--- src/rtl/flow_pkg.sv ---
package flow_pkg;
    localparam int unsigned FLOW_AW   = 16;
    localparam int unsigned FLOW_BW   = 8;
    localparam int unsigned CYC_W     = 3;
    localparam int unsigned STK_STEP  = FLOW_AW / FLOW_BW;
    localparam logic [FLOW_BW-1:0] VEC_MASK = 8'h38;

    typedef enum logic [3:0] {
        K_OTHER = 4'd0,
        K_JP    = 4'd1,
        K_JR    = 4'd2,
        K_CALL  = 4'd3,
        K_RET   = 4'd4,
        K_RETI  = 4'd5,
        K_RST   = 4'd6,
        K_JPHL  = 4'd7,
        K_EI    = 4'd8,
        K_DI    = 4'd9
    } flow_kind_e;

    typedef struct packed {
        logic [FLOW_AW-1:0] pc;
        logic [FLOW_AW-1:0] sp;
        logic [CYC_W-1:0]   cyc;
        logic               done;
        logic               wr_en;
        logic [FLOW_AW-1:0] wr_addr;
        logic [FLOW_AW-1:0] wr_data;
    } flow_state_t;

    typedef struct packed {
        logic ime;
        logic pend;
    } ime_state_t;
endpackage

--- src/rtl/flow_cond_eval.sv ---
module flow_cond_eval (
    input  logic [1:0] sel,
    input  logic       cond_en,
    input  logic       flag_z,
    input  logic       flag_c,
    output logic       taken
);
    logic hit;

    always_comb begin
        case (sel)
            2'b00:   hit = !flag_z;
            2'b01:   hit = flag_z;
            2'b10:   hit = !flag_c;
            default: hit = flag_c;
        endcase
        taken = cond_en ? hit : 1'b1;
    end
endmodule

--- src/rtl/flow_cycle_table.sv ---
module flow_cycle_table
    import flow_pkg::*;
#(
    parameter int unsigned JP_T   = 4,
    parameter int unsigned JP_N   = 3,
    parameter int unsigned JR_T   = 3,
    parameter int unsigned JR_N   = 2,
    parameter int unsigned CALL_T = 6,
    parameter int unsigned CALL_N = 3,
    parameter int unsigned RETC_T = 5,
    parameter int unsigned RETC_N = 2,
    parameter int unsigned RET_U  = 4,
    parameter int unsigned RETI_C = 4,
    parameter int unsigned RST_C  = 4,
    parameter int unsigned BASE_C = 1
) (
    input  flow_kind_e       kind,
    input  logic             cond_en,
    input  logic             taken,
    output logic [CYC_W-1:0] cyc
);
    always_comb begin
        case (kind)
            K_JP:    cyc = taken ? CYC_W'(JP_T)   : CYC_W'(JP_N);
            K_JR:    cyc = taken ? CYC_W'(JR_T)   : CYC_W'(JR_N);
            K_CALL:  cyc = taken ? CYC_W'(CALL_T) : CYC_W'(CALL_N);
            K_RET:   cyc = !cond_en ? CYC_W'(RET_U)
                         : (taken ? CYC_W'(RETC_T) : CYC_W'(RETC_N));
            K_RETI:  cyc = CYC_W'(RETI_C);
            K_RST:   cyc = CYC_W'(RST_C);
            default: cyc = CYC_W'(BASE_C);
        endcase
    end
endmodule

--- src/rtl/flow_ime_ctrl.sv ---
module flow_ime_ctrl
    import flow_pkg::*;
(
    input  logic       clk,
    input  logic       rst,
    input  logic       step,
    input  flow_kind_e kind,
    output logic       ime,
    output logic       pend
);
    ime_state_t ist_d, ist_q;

    always_comb begin
        ist_d = ist_q;
        if (step) begin
            case (kind)
                K_EI: ist_d.pend = 1'b1;
                K_DI: begin
                    ist_d.ime  = 1'b0;
                    ist_d.pend = 1'b0;
                end
                K_RETI: begin
                    ist_d.ime  = 1'b1;
                    ist_d.pend = 1'b0;
                end
                default: begin
                    if (ist_q.pend) begin
                        ist_d.ime  = 1'b1;
                        ist_d.pend = 1'b0;
                    end
                end
            endcase
        end
    end

    always_ff @(posedge clk) begin
        if (rst) ist_q <= '0;
        else     ist_q <= ist_d;
    end

    assign ime  = ist_q.ime;
    assign pend = ist_q.pend;

    // disable clears the enable and the armed enable
    a_r9_di_clears: assert property (@(posedge clk) disable iff (rst)
        (step && kind == K_DI) |=> (!ime && !pend));
    // the instruction right after EI still sees interrupts masked
    a_r8_ei_delayed: assert property (@(posedge clk) disable iff (rst)
        (step && kind == K_EI && !ime) |=> !ime);
    // return-from-interrupt enables
    a_r10_reti_sets: assert property (@(posedge clk) disable iff (rst)
        (step && kind == K_RETI) |=> ime);
endmodule

--- src/rtl/flow_seq.sv ---
module flow_seq
    import flow_pkg::*;
#(
    parameter logic [FLOW_AW-1:0] SP_RESET = 16'hFFFE,
    parameter logic [FLOW_AW-1:0] PC_RESET = 16'h0000
) (
    input  logic               clk,
    input  logic               rst,
    input  logic               in_valid,
    input  logic [3:0]         in_kind,
    input  logic               in_cond_en,
    input  logic [FLOW_BW-1:0] in_opcode,
    input  logic               flag_z,
    input  logic               flag_c,
    input  logic [FLOW_AW-1:0] in_imm,
    input  logic [FLOW_AW-1:0] in_seq_pc,
    input  logic [FLOW_AW-1:0] in_hl,
    output logic               pop_rd_en,
    output logic [FLOW_AW-1:0] pop_rd_addr,
    input  logic [FLOW_AW-1:0] pop_rd_data,
    output logic               push_wr_en,
    output logic [FLOW_AW-1:0] push_wr_addr,
    output logic [FLOW_AW-1:0] push_wr_data,
    output logic [FLOW_AW-1:0] pc_next,
    output logic [FLOW_AW-1:0] sp,
    output logic [CYC_W-1:0]   cycles,
    output logic               done,
    output logic               ime
);
    localparam logic [FLOW_AW-1:0] STEP = FLOW_AW'(STK_STEP);
    localparam int unsigned EXT_W = FLOW_AW - FLOW_BW;

    flow_state_t st_d, st_q;
    flow_kind_e  kind;
    logic        cond_applies;
    logic        taken;
    logic [CYC_W-1:0] cyc_w;
    logic [FLOW_AW-1:0] rel_off;
    logic [FLOW_AW-1:0] vec_addr;
    logic        ime_pend;

    always_comb begin
        if (in_kind <= 4'd9) kind = flow_kind_e'(in_kind);
        else                 kind = K_OTHER;
        cond_applies = in_cond_en &&
            (kind == K_JP || kind == K_JR || kind == K_CALL || kind == K_RET);
    end

    flow_cond_eval u_cond (
        .sel     (in_opcode[4:3]),
        .cond_en (cond_applies),
        .flag_z  (flag_z),
        .flag_c  (flag_c),
        .taken   (taken)
    );

    flow_cycle_table u_cyc (
        .kind    (kind),
        .cond_en (cond_applies),
        .taken   (taken),
        .cyc     (cyc_w)
    );

    flow_ime_ctrl u_ime (
        .clk  (clk),
        .rst  (rst),
        .step (in_valid),
        .kind (kind),
        .ime  (ime),
        .pend (ime_pend)
    );

    assign rel_off  = {{EXT_W{in_imm[FLOW_BW-1]}}, in_imm[FLOW_BW-1:0]};
    assign vec_addr = {{EXT_W{1'b0}}, in_opcode & VEC_MASK};

    always_comb begin
        pop_rd_en   = in_valid && ((kind == K_RET && taken) || kind == K_RETI);
        pop_rd_addr = st_q.sp;
    end

    always_comb begin
        st_d       = st_q;
        st_d.done  = 1'b0;
        st_d.wr_en = 1'b0;
        if (in_valid) begin
            st_d.done = 1'b1;
            st_d.cyc  = cyc_w;
            st_d.pc   = in_seq_pc;
            case (kind)
                K_JP: if (taken) st_d.pc = in_imm;
                K_JR: if (taken) st_d.pc = in_seq_pc + rel_off;
                K_CALL: begin
                    if (taken) begin
                        st_d.wr_en   = 1'b1;
                        st_d.wr_addr = st_q.sp - STEP;
                        st_d.wr_data = in_seq_pc;
                        st_d.sp      = st_q.sp - STEP;
                        st_d.pc      = in_imm;
                    end
                end
                K_RST: begin
                    st_d.wr_en   = 1'b1;
                    st_d.wr_addr = st_q.sp - STEP;
                    st_d.wr_data = in_seq_pc;
                    st_d.sp      = st_q.sp - STEP;
                    st_d.pc      = vec_addr;
                end
                K_RET, K_RETI: begin
                    if (pop_rd_en) begin
                        st_d.pc = pop_rd_data;
                        st_d.sp = st_q.sp + STEP;
                    end
                end
                K_JPHL: st_d.pc = in_hl;
                default: ;
            endcase
        end
    end

    always_ff @(posedge clk) begin
        if (rst) begin
            st_q         <= '0;
            st_q.pc      <= PC_RESET;
            st_q.sp      <= SP_RESET;
        end else begin
            st_q <= st_d;
        end
    end

    assign push_wr_en   = st_q.wr_en;
    assign push_wr_addr = st_q.wr_addr;
    assign push_wr_data = st_q.wr_data;
    assign pc_next      = st_q.pc;
    assign sp           = st_q.sp;
    assign cycles       = st_q.cyc;
    assign done         = st_q.done;

    // after a push the stack pointer rests on the written low byte
    a_r12_push_sp: assert property (@(posedge clk) disable iff (rst)
        push_wr_en |-> (push_wr_addr == sp));
    // a pop raises the stack pointer by one word
    a_r12_pop_step: assert property (@(posedge clk) disable iff (rst)
        pop_rd_en |=> (sp == $past(pop_rd_addr) + STEP));
    // restart lands on one of the eight aligned vectors
    a_r6_vector: assert property (@(posedge clk) disable iff (rst)
        (in_valid && kind == K_RST) |=> ((pc_next & ~16'h0038) == 16'h0000));
    // every completed instruction reports 1 to 6 cycles
    a_r2_cyc_range: assert property (@(posedge clk) disable iff (rst)
        done |-> (cycles != 3'd0 && cycles <= 3'd6));
    // no result without an instruction
    a_r13_idle: assert property (@(posedge clk) disable iff (rst)
        !in_valid |=> (!done && !push_wr_en && $stable(pc_next)));
    // an unconditional form never stays on the sequential path for JP
    a_r1_uncond_jp: assert property (@(posedge clk) disable iff (rst)
        (in_valid && kind == K_JP && !in_cond_en) |=> (cycles == 3'd4));
endmodule

--- config.mk ---
export PLATFORM = sky130hd
export DESIGN_NAME = flow_seq
export DESIGN_NICKNAME = d
export VERILOG_FILES = /design/src/rtl/flow_pkg.sv /design/src/rtl/flow_cond_eval.sv /design/src/rtl/flow_cycle_table.sv /design/src/rtl/flow_ime_ctrl.sv /design/src/rtl/flow_seq.sv
export SDC_FILE = /design/constraint.sdc
export NUM_CORES = 1
export LEC_CHECK = 0
export ABC_CLOCK_PERIOD_IN_PS = 3420
export BUFFER_PORTS_ARGS = -buffer_cell sky130_fd_sc_hd__buf_2
export CAP_MARGIN = 20
export CORE_ASPECT_RATIO = 0.5
export CORE_MARGIN = 1
export CORE_UTILIZATION = 46
export DETAILED_ROUTE_END_ITERATION = 12
export PLACE_DENSITY_LB_ADDON = 0.15
export SKIP_CTS_REPAIR_TIMING = 1
export SYNTH_ARGS = -nofsm -noshare
export SYNTH_HDL_FRONTEND = slang
export SYNTH_HIERARCHICAL = 1
export SYNTH_SLANG_ARGS = --single-unit
--- constraint.sdc ---
create_clock -name clk -period 3.42 [get_ports clk]
set_clock_uncertainty 0.2 [all_clocks]
set_input_delay 0.684 -clock clk [delete_from_list [all_inputs] [get_ports clk]]
set_output_delay 0.684 -clock clk [all_outputs]
set_load 0.02 [all_outputs]
==> flow_summary.toml, run 1 <==
[logic_synthesis]
yosysSeqAreaShare_pct = 28.1
synthTopCellsByCount = "nand2_1, nor2_1, dfxtp_1"
synth_area_leaders = "dfxtp_1, a21oi_1, nand2_1"
syn_area_mm2 = 0.00491
synth_seq_cells = 69
synthArstFlopShare_pct = 0
synth_top_area_share_pct = 28.1
synth_cell_types = 71
yosysWarningCount = 6
synth_area_per_cell_um2 = 7.46
synthFlopType = "dfxtp_1"
synth_top_cell_by_area = "dfxtp_1"
netlist_instances = 659
synthMostInstantiatedCell = "nand2_1"
synth-edff-count = 0

[global_route]
grt_antenna_before_repair = 0
track_usage_pct = 26.0
grt_pass1_vias = 4570
grt_pass1_wl_mm = 22.5
grt_max_degree = 72
gr-total-overflow = 0

[power_and_ir_drop]
total_power_uw = 2320
cellPowerDensity_mw_per_mm2 = 383
peakVddDrop_mv = 0.204
leakagePower_uw = 0.00268

[timing]
tightest_slew_ns = 0.968
relSlewSlack_pct = 35.5
max_freq_mhz = 306
setup_tns_ns = 0
rsz0062_at_grt = "false"
hold_viol = 0
setup_violations = 0
period_share_pct = 95.5
final_max_slew_viol_count = 0
min_period_ns = 3.27

[detailed_routing]
drcViolationCount = 0
initialDrtViolationCount = 290
routed_via_density = 5.63
finalWirelength_mm = 14.3
vias = 5290
avgRoutedWirePerCell_um = 15.2
drt.antenna.violating_nets = 0
dr.pass1.iters = 5

[finish]
layout-drive-gt1-share_pct = 26.9
final_nets = 895
stdcell_count = 940
fillerInstances = 1029
area_delta_synth_final_pct = 23.4
antennaDiodeCount = 0

[die]
fp.dieArea_mm2 = 0.0111
initial_core_util_pct = 47.8
ios = 169
rows = 26
die_h_um = 75.1
core_mm2 = 0.0103
die_w_um = 148

[setup_path]
r2r_start = "pop_rd_addr[1]$_SDFFE_PP1P_"
crit_buf_inv = 3
startpoint_type = "input pin"
critPathMaxFanout = 19
worst_path_dominant_cell_family = "simple AND/OR/NAND/NOR gates"
r2r_slack_ns = 0.76
crit_path_top_delay_cell = "mux2_1"
reg2regPathDepth = 8
crit_path_end_kind = "primary output"
crit_type = "input pin to primary output"
critPathRequiredTime_ns = 2.54
path_cells = "buf_2 > nor2_1 > nor2b_1 > nor4b_2 > nand2_1 > mux2_1 > nor2_1 > or3_1 > inv_4 > buf_2"
slowest_delay_ns = 0.33
r2r_end = "pop_rd_addr[15]$_SDFFE_PP1P_"
critPathArrivalTime_ns = 2.38

[hold_path]
min_to = "push_wr_data[13]$_SDFFE_PP0P_"
hold_path_depth = 2
hold_class = "flip-flop to flip-flop"
hold_start = "push_wr_data[13]$_SDFFE_PP0P_"

[run]
cap_violations = 0

[place]
io_buffers = 160
numPlacedInstances = 924
gp_congestion = 0.919
dp_hpwl_mm = 10.3

[clocking]
cts_tree = "built"
clkTransAtPathRegs_ns = 0.06
htreeDepth = 3
cts_sinks = 69
clk_latency_ns = 0.33
clockRootBuffer = "clkbuf_16"
cts_made_buffers = 9
clockBufferDepth = 2

[outcome]
status = "finished, final reports clean"
## worst max-delay path by stage
stage / start / end / slack [ns] / cells past startpoint
after floorplan: in_kind[0] / pc_next[4]$_SDFFE_PP0P_ / 0.01 / 13
after global placement: in_kind[2] / pop_rd_addr[14]$_SDFFE_PP1P_ / -0.12 / 12
after detailed placement: in_kind[2] / pop_rd_addr[14]$_SDFFE_PP1P_ / -0.19 / 12
after CTS: in_kind[2] / pop_rd_en / -0.03 / 9
after global routing: in_kind[0] / pop_rd_en / 0.02 / 10
final: in_kind[0] / pop_rd_en / 0.15 / 10
## layout make-up
type / instances / area, µm² / area share [%]
timing repair buffer: 186 / 1010 / 16.6
sequential: 69 / 1380 / 22.8
tap: 140 / 175 / 2.89
clock buffer: 9 / 225 / 3.71
clock inverter: 7 / 48.8 / 0.805
multi-input combinational: 509 / 3150 / 51.9
inverter: 20 / 77.6 / 1.28
## flip-flops by register name, indices dropped and copies added, names as in the netlist
register / count
pc_next: 16
u_ime/pend: 1
push_wr_data: 16
done: 1
push_wr_addr: 15
cycles: 3
push_wr_en: 1
pop_rd_addr: 15
u_ime/ime: 1
## per-layer routing
layer | vias up | track usage, % | wire, µm | share of wire, %
li1 | 2632 | - | - | -
met1 | 2457 | 34.9 | 6700 | 47
met2 | 193 | 43.1 | 6650 | 46
met3 | 8 | 5.64 | 868 | 6.1
met4 | 0 | 6.07 | 80 | 0.56
met5 | - | 0 | 0 | 0
## report_power, final
part / leakage (µW) / switching (µW) / internal (µW)
logic: 0.00198 / 349 / 233
clock network: 0.000136 / 369 / 493
registers: 0.000564 / 35.6 / 841
total: 0.00268 / 753 / 1570
## cell usage in the layout (no fill, tap or decap), types with 17 or more instances in the layout
cell      instances
buf_2           160
nand2_1          81
nor2_1           70
dfxtp_1          69
a21oi_1          61
o21ai_0          38
buf_4            25
nor3_1           22
inv_1            19
nand2b_1         17
ha_1             17
## metrics by stage
step | setup slack [ns] | cell area (µm²) | hold slack, ns | utilization, %
after floorplan | 0.0145 | 4930 | 0.225 | -
after global routing | 0.0201 | 6060 | 0.283 | 59.0
after global placement | -0.124 | 5780 | 0.239 | 56.3
after detailed placement | -0.193 | 5780 | 0.243 | 56.3
final | 0.154 | 6060 | 0.249 | 59.0
after CTS | -0.0324 | 6060 | 0.252 | 58.9
## worst reg2reg max path: cells and delay by family (launching register included)
| kind | cells | cell delay, ns |
|---|---|---|
| flops | 1 | 0.41 |
| compound gates | 3 | 0.52 |
| simple gates | 3 | 1.10 |
| fa+ha+maj | 1 | 0.21 |
| buf+inv | 1 | 0.10 |
## cell families (layout without fill, tap and decap cells)
| family | count (synthesis) | after routing | share of synthesized area [%] |
|---|---|---|---|
| compound gates | 203 | 203 | 27.4 |
| flops | 69 | 69 | 28.1 |
| simple gates | 246 | 246 | 24.1 |
| other cells | 1 | 3 | 0.0763 |
| buf+inv | 83 | 222 | 8.22 |
| fa+ha+maj | 18 | 18 | 4.74 |
| mux | 14 | 14 | 2.93 |
| xor+xnor | 25 | 25 | 4.46 |
Note: power is estimated with default switching activity, not from simulation.
==> inputs of run 2 (changes only) <==
ABC_CLOCK_PERIOD_IN_PS = 3700   (was 3420)
CORE_UTILIZATION = 51   (was 46)
PLACE_DENSITY = 0.81   (was default)
PLACE_DENSITY_LB_ADDON = default   (was 0.15)
clock period = 3.7 ns   (was 3.42 ns; I/O delays follow)
==> flow_summary.toml, run 2 (synthesis gave the netlist of run 1 again) <==
[outcome]
status = "finished, final reports clean"

[power_and_ir_drop]
peakVddDrop_mv = 0.270
cellPowerDensity_mw_per_mm2 = 379
leakagePower_uw = 0.00266

[clocking]
cts_made_buffers = 9
htreeDepth = 3
cts_sinks = 69
clockBufferDepth = 2
clk_latency_ns = 0.34
cts_tree = "built"
clockRootBuffer = "clkbuf_16"
clkTransAtPathRegs_ns = 0.06

[die]
rows = 24
die_w_um = 141
initial_core_util_pct = 54.6
ios = 169
fp.dieArea_mm2 = 0.0101
die_h_um = 71.4
core_mm2 = 0.00901

[detailed_routing]
finalWirelength_mm = 14.4
drcViolationCount = 0
initialDrtViolationCount = 500
avgRoutedWirePerCell_um = 15.9
routed_via_density = 5.91
vias = 5369
drt.antenna.violating_nets = 0
dr.pass1.iters = 6

[place]
dp_hpwl_mm = 10.1
gp_congestion = 0.926
io_buffers = 160
preCtsSetupSlack_ns = -0.0516
numPlacedInstances = 893

[setup_path]
reg2regPathDepth = 8
cp-startpoint = "in_kind[2]"
crit_type = "input pin to primary output"
critPathMaxFanout = 19
startpoint_type = "input pin"
critPathRequiredTime_ns = 2.76
r2r_end = "pop_rd_addr[15]$_SDFFE_PP1P_"
crit_path_end_kind = "primary output"
critPathArrivalTime_ns = 2.59
endpoint = "pop_rd_en"
r2r_slack_ns = 1.00
r2r_start = "pop_rd_addr[1]$_SDFFE_PP1P_"

[global_route]
grt_antenna_before_repair = 0
track_usage_pct = 28.8
grt_pass1_wl_mm = 23.0
gr-total-overflow = 0
grt_max_degree = 72
grt_pass1_vias = 4779

[finish]
layout-drive-gt1-share_pct = 25.7
layout_common_cells = "buf_2, nand2_1, nor2_1"
antennaDiodeCount = 0
area_delta_synth_final_pct = 22.2
utilization_pct = 66.7
final_nets = 887
final_common_cell = "buf_2"
stdcell_count = 908

[timing]
setup_violations = 0
tightest_slew_ns = 1.01
timing.final.ws_setup_ns = 0.165
rsz0062_at_grt = "false"
hold_viol = 0
final_max_slew_viol_count = 0
period_share_pct = 95.5
min_period_ns = 3.53
fin_hold_ws_ns = 0.250
relSlewSlack_pct = 32.8
max_freq_mhz = 283
setup_tns_ns = 0

[hold_path]
hold_class = "flip-flop to flip-flop"
hold_start = "push_wr_data[15]$_SDFFE_PP0P_"

[run]
cap_violations = 0
## run 2: cell count changes in the layout (fill, tap and decap cells not counted)
cell | previous run | this run
nor3_1 | 22 | 23
nor4b_1 | 1 | 2
clkinv_4 | 1 | 0
inv_6 | 2 | 0
clkbuf_8 | 0 | 1
bufinv_16 | 0 | 2
nor3_2 | 1 | 0
clkinv_2 | 3 | 1
nor4b_2 | 2 | 1
clkbuf_1 | 0 | 1
buf_4 | 25 | 17
## run 2: through the flow
step,power (µW),area (µm²)
after floorplan,1190,4920
after global placement,1340,5690
after detailed placement,1350,5690
after CTS,2280,6000
after global routing,2370,6010
final,2270,6010
## run 2: cell type report
type	count	area, µm²
flip-flops and latches	69	1380
repair buffers	178	948
fillers	825	3000
well taps	117	146
clock buffers	11	243
multi-input cells	509	3140
clock inverters	4	72.6
inverters	20	77.6
## run 2: how the worst min path moves through the flow
stage	to	slack (ns)	depth (start not counted)
2_1_floorplan	u_ime/pend$_SDFFE_PP0P_	0.23	2
3_3_place_gp	push_wr_data[11]$_SDFFE_PP0P_	0.24	2
3_5_place_dp	push_wr_data[8]$_SDFFE_PP0P_	0.25	2
4_1_cts	push_wr_data[15]$_SDFFE_PP0P_	0.25	2
5_1_grt	push_wr_data[9]$_SDFFE_PP0P_	0.27	2
6_report	push_wr_data[15]$_SDFFE_PP0P_	0.25	2
## run 2: power breakdown
part | switching, µW | internal (µW)
Combinational | 323 | 211
Clock | 326 | 603
Sequential | 32.5 | 778
Total | 681 | 1590
## run 2: worst max-delay path, cell delays in order
cell	delay [ns]
buf_2	0.13
nor3_1	0.27
nor4b_1	0.09
buf_4	0.15
nand2_1	0.06
mux2_1	0.19
nor2_1	0.06
or3_1	0.43
inv_4	0.25
buf_2	0.22
## run 2: metal layers
layer | global-route usage, % | vias to the layer above | wire [µm]
met2 | 48.4 | 221 | 6770
met5 | 0 | - | 0
met1 | 37.0 | 2514 | 6330
met3 | 6.15 | 24 | 1070
met4 | 10.3 | 0 | 233
li1 | - | 2610 | -
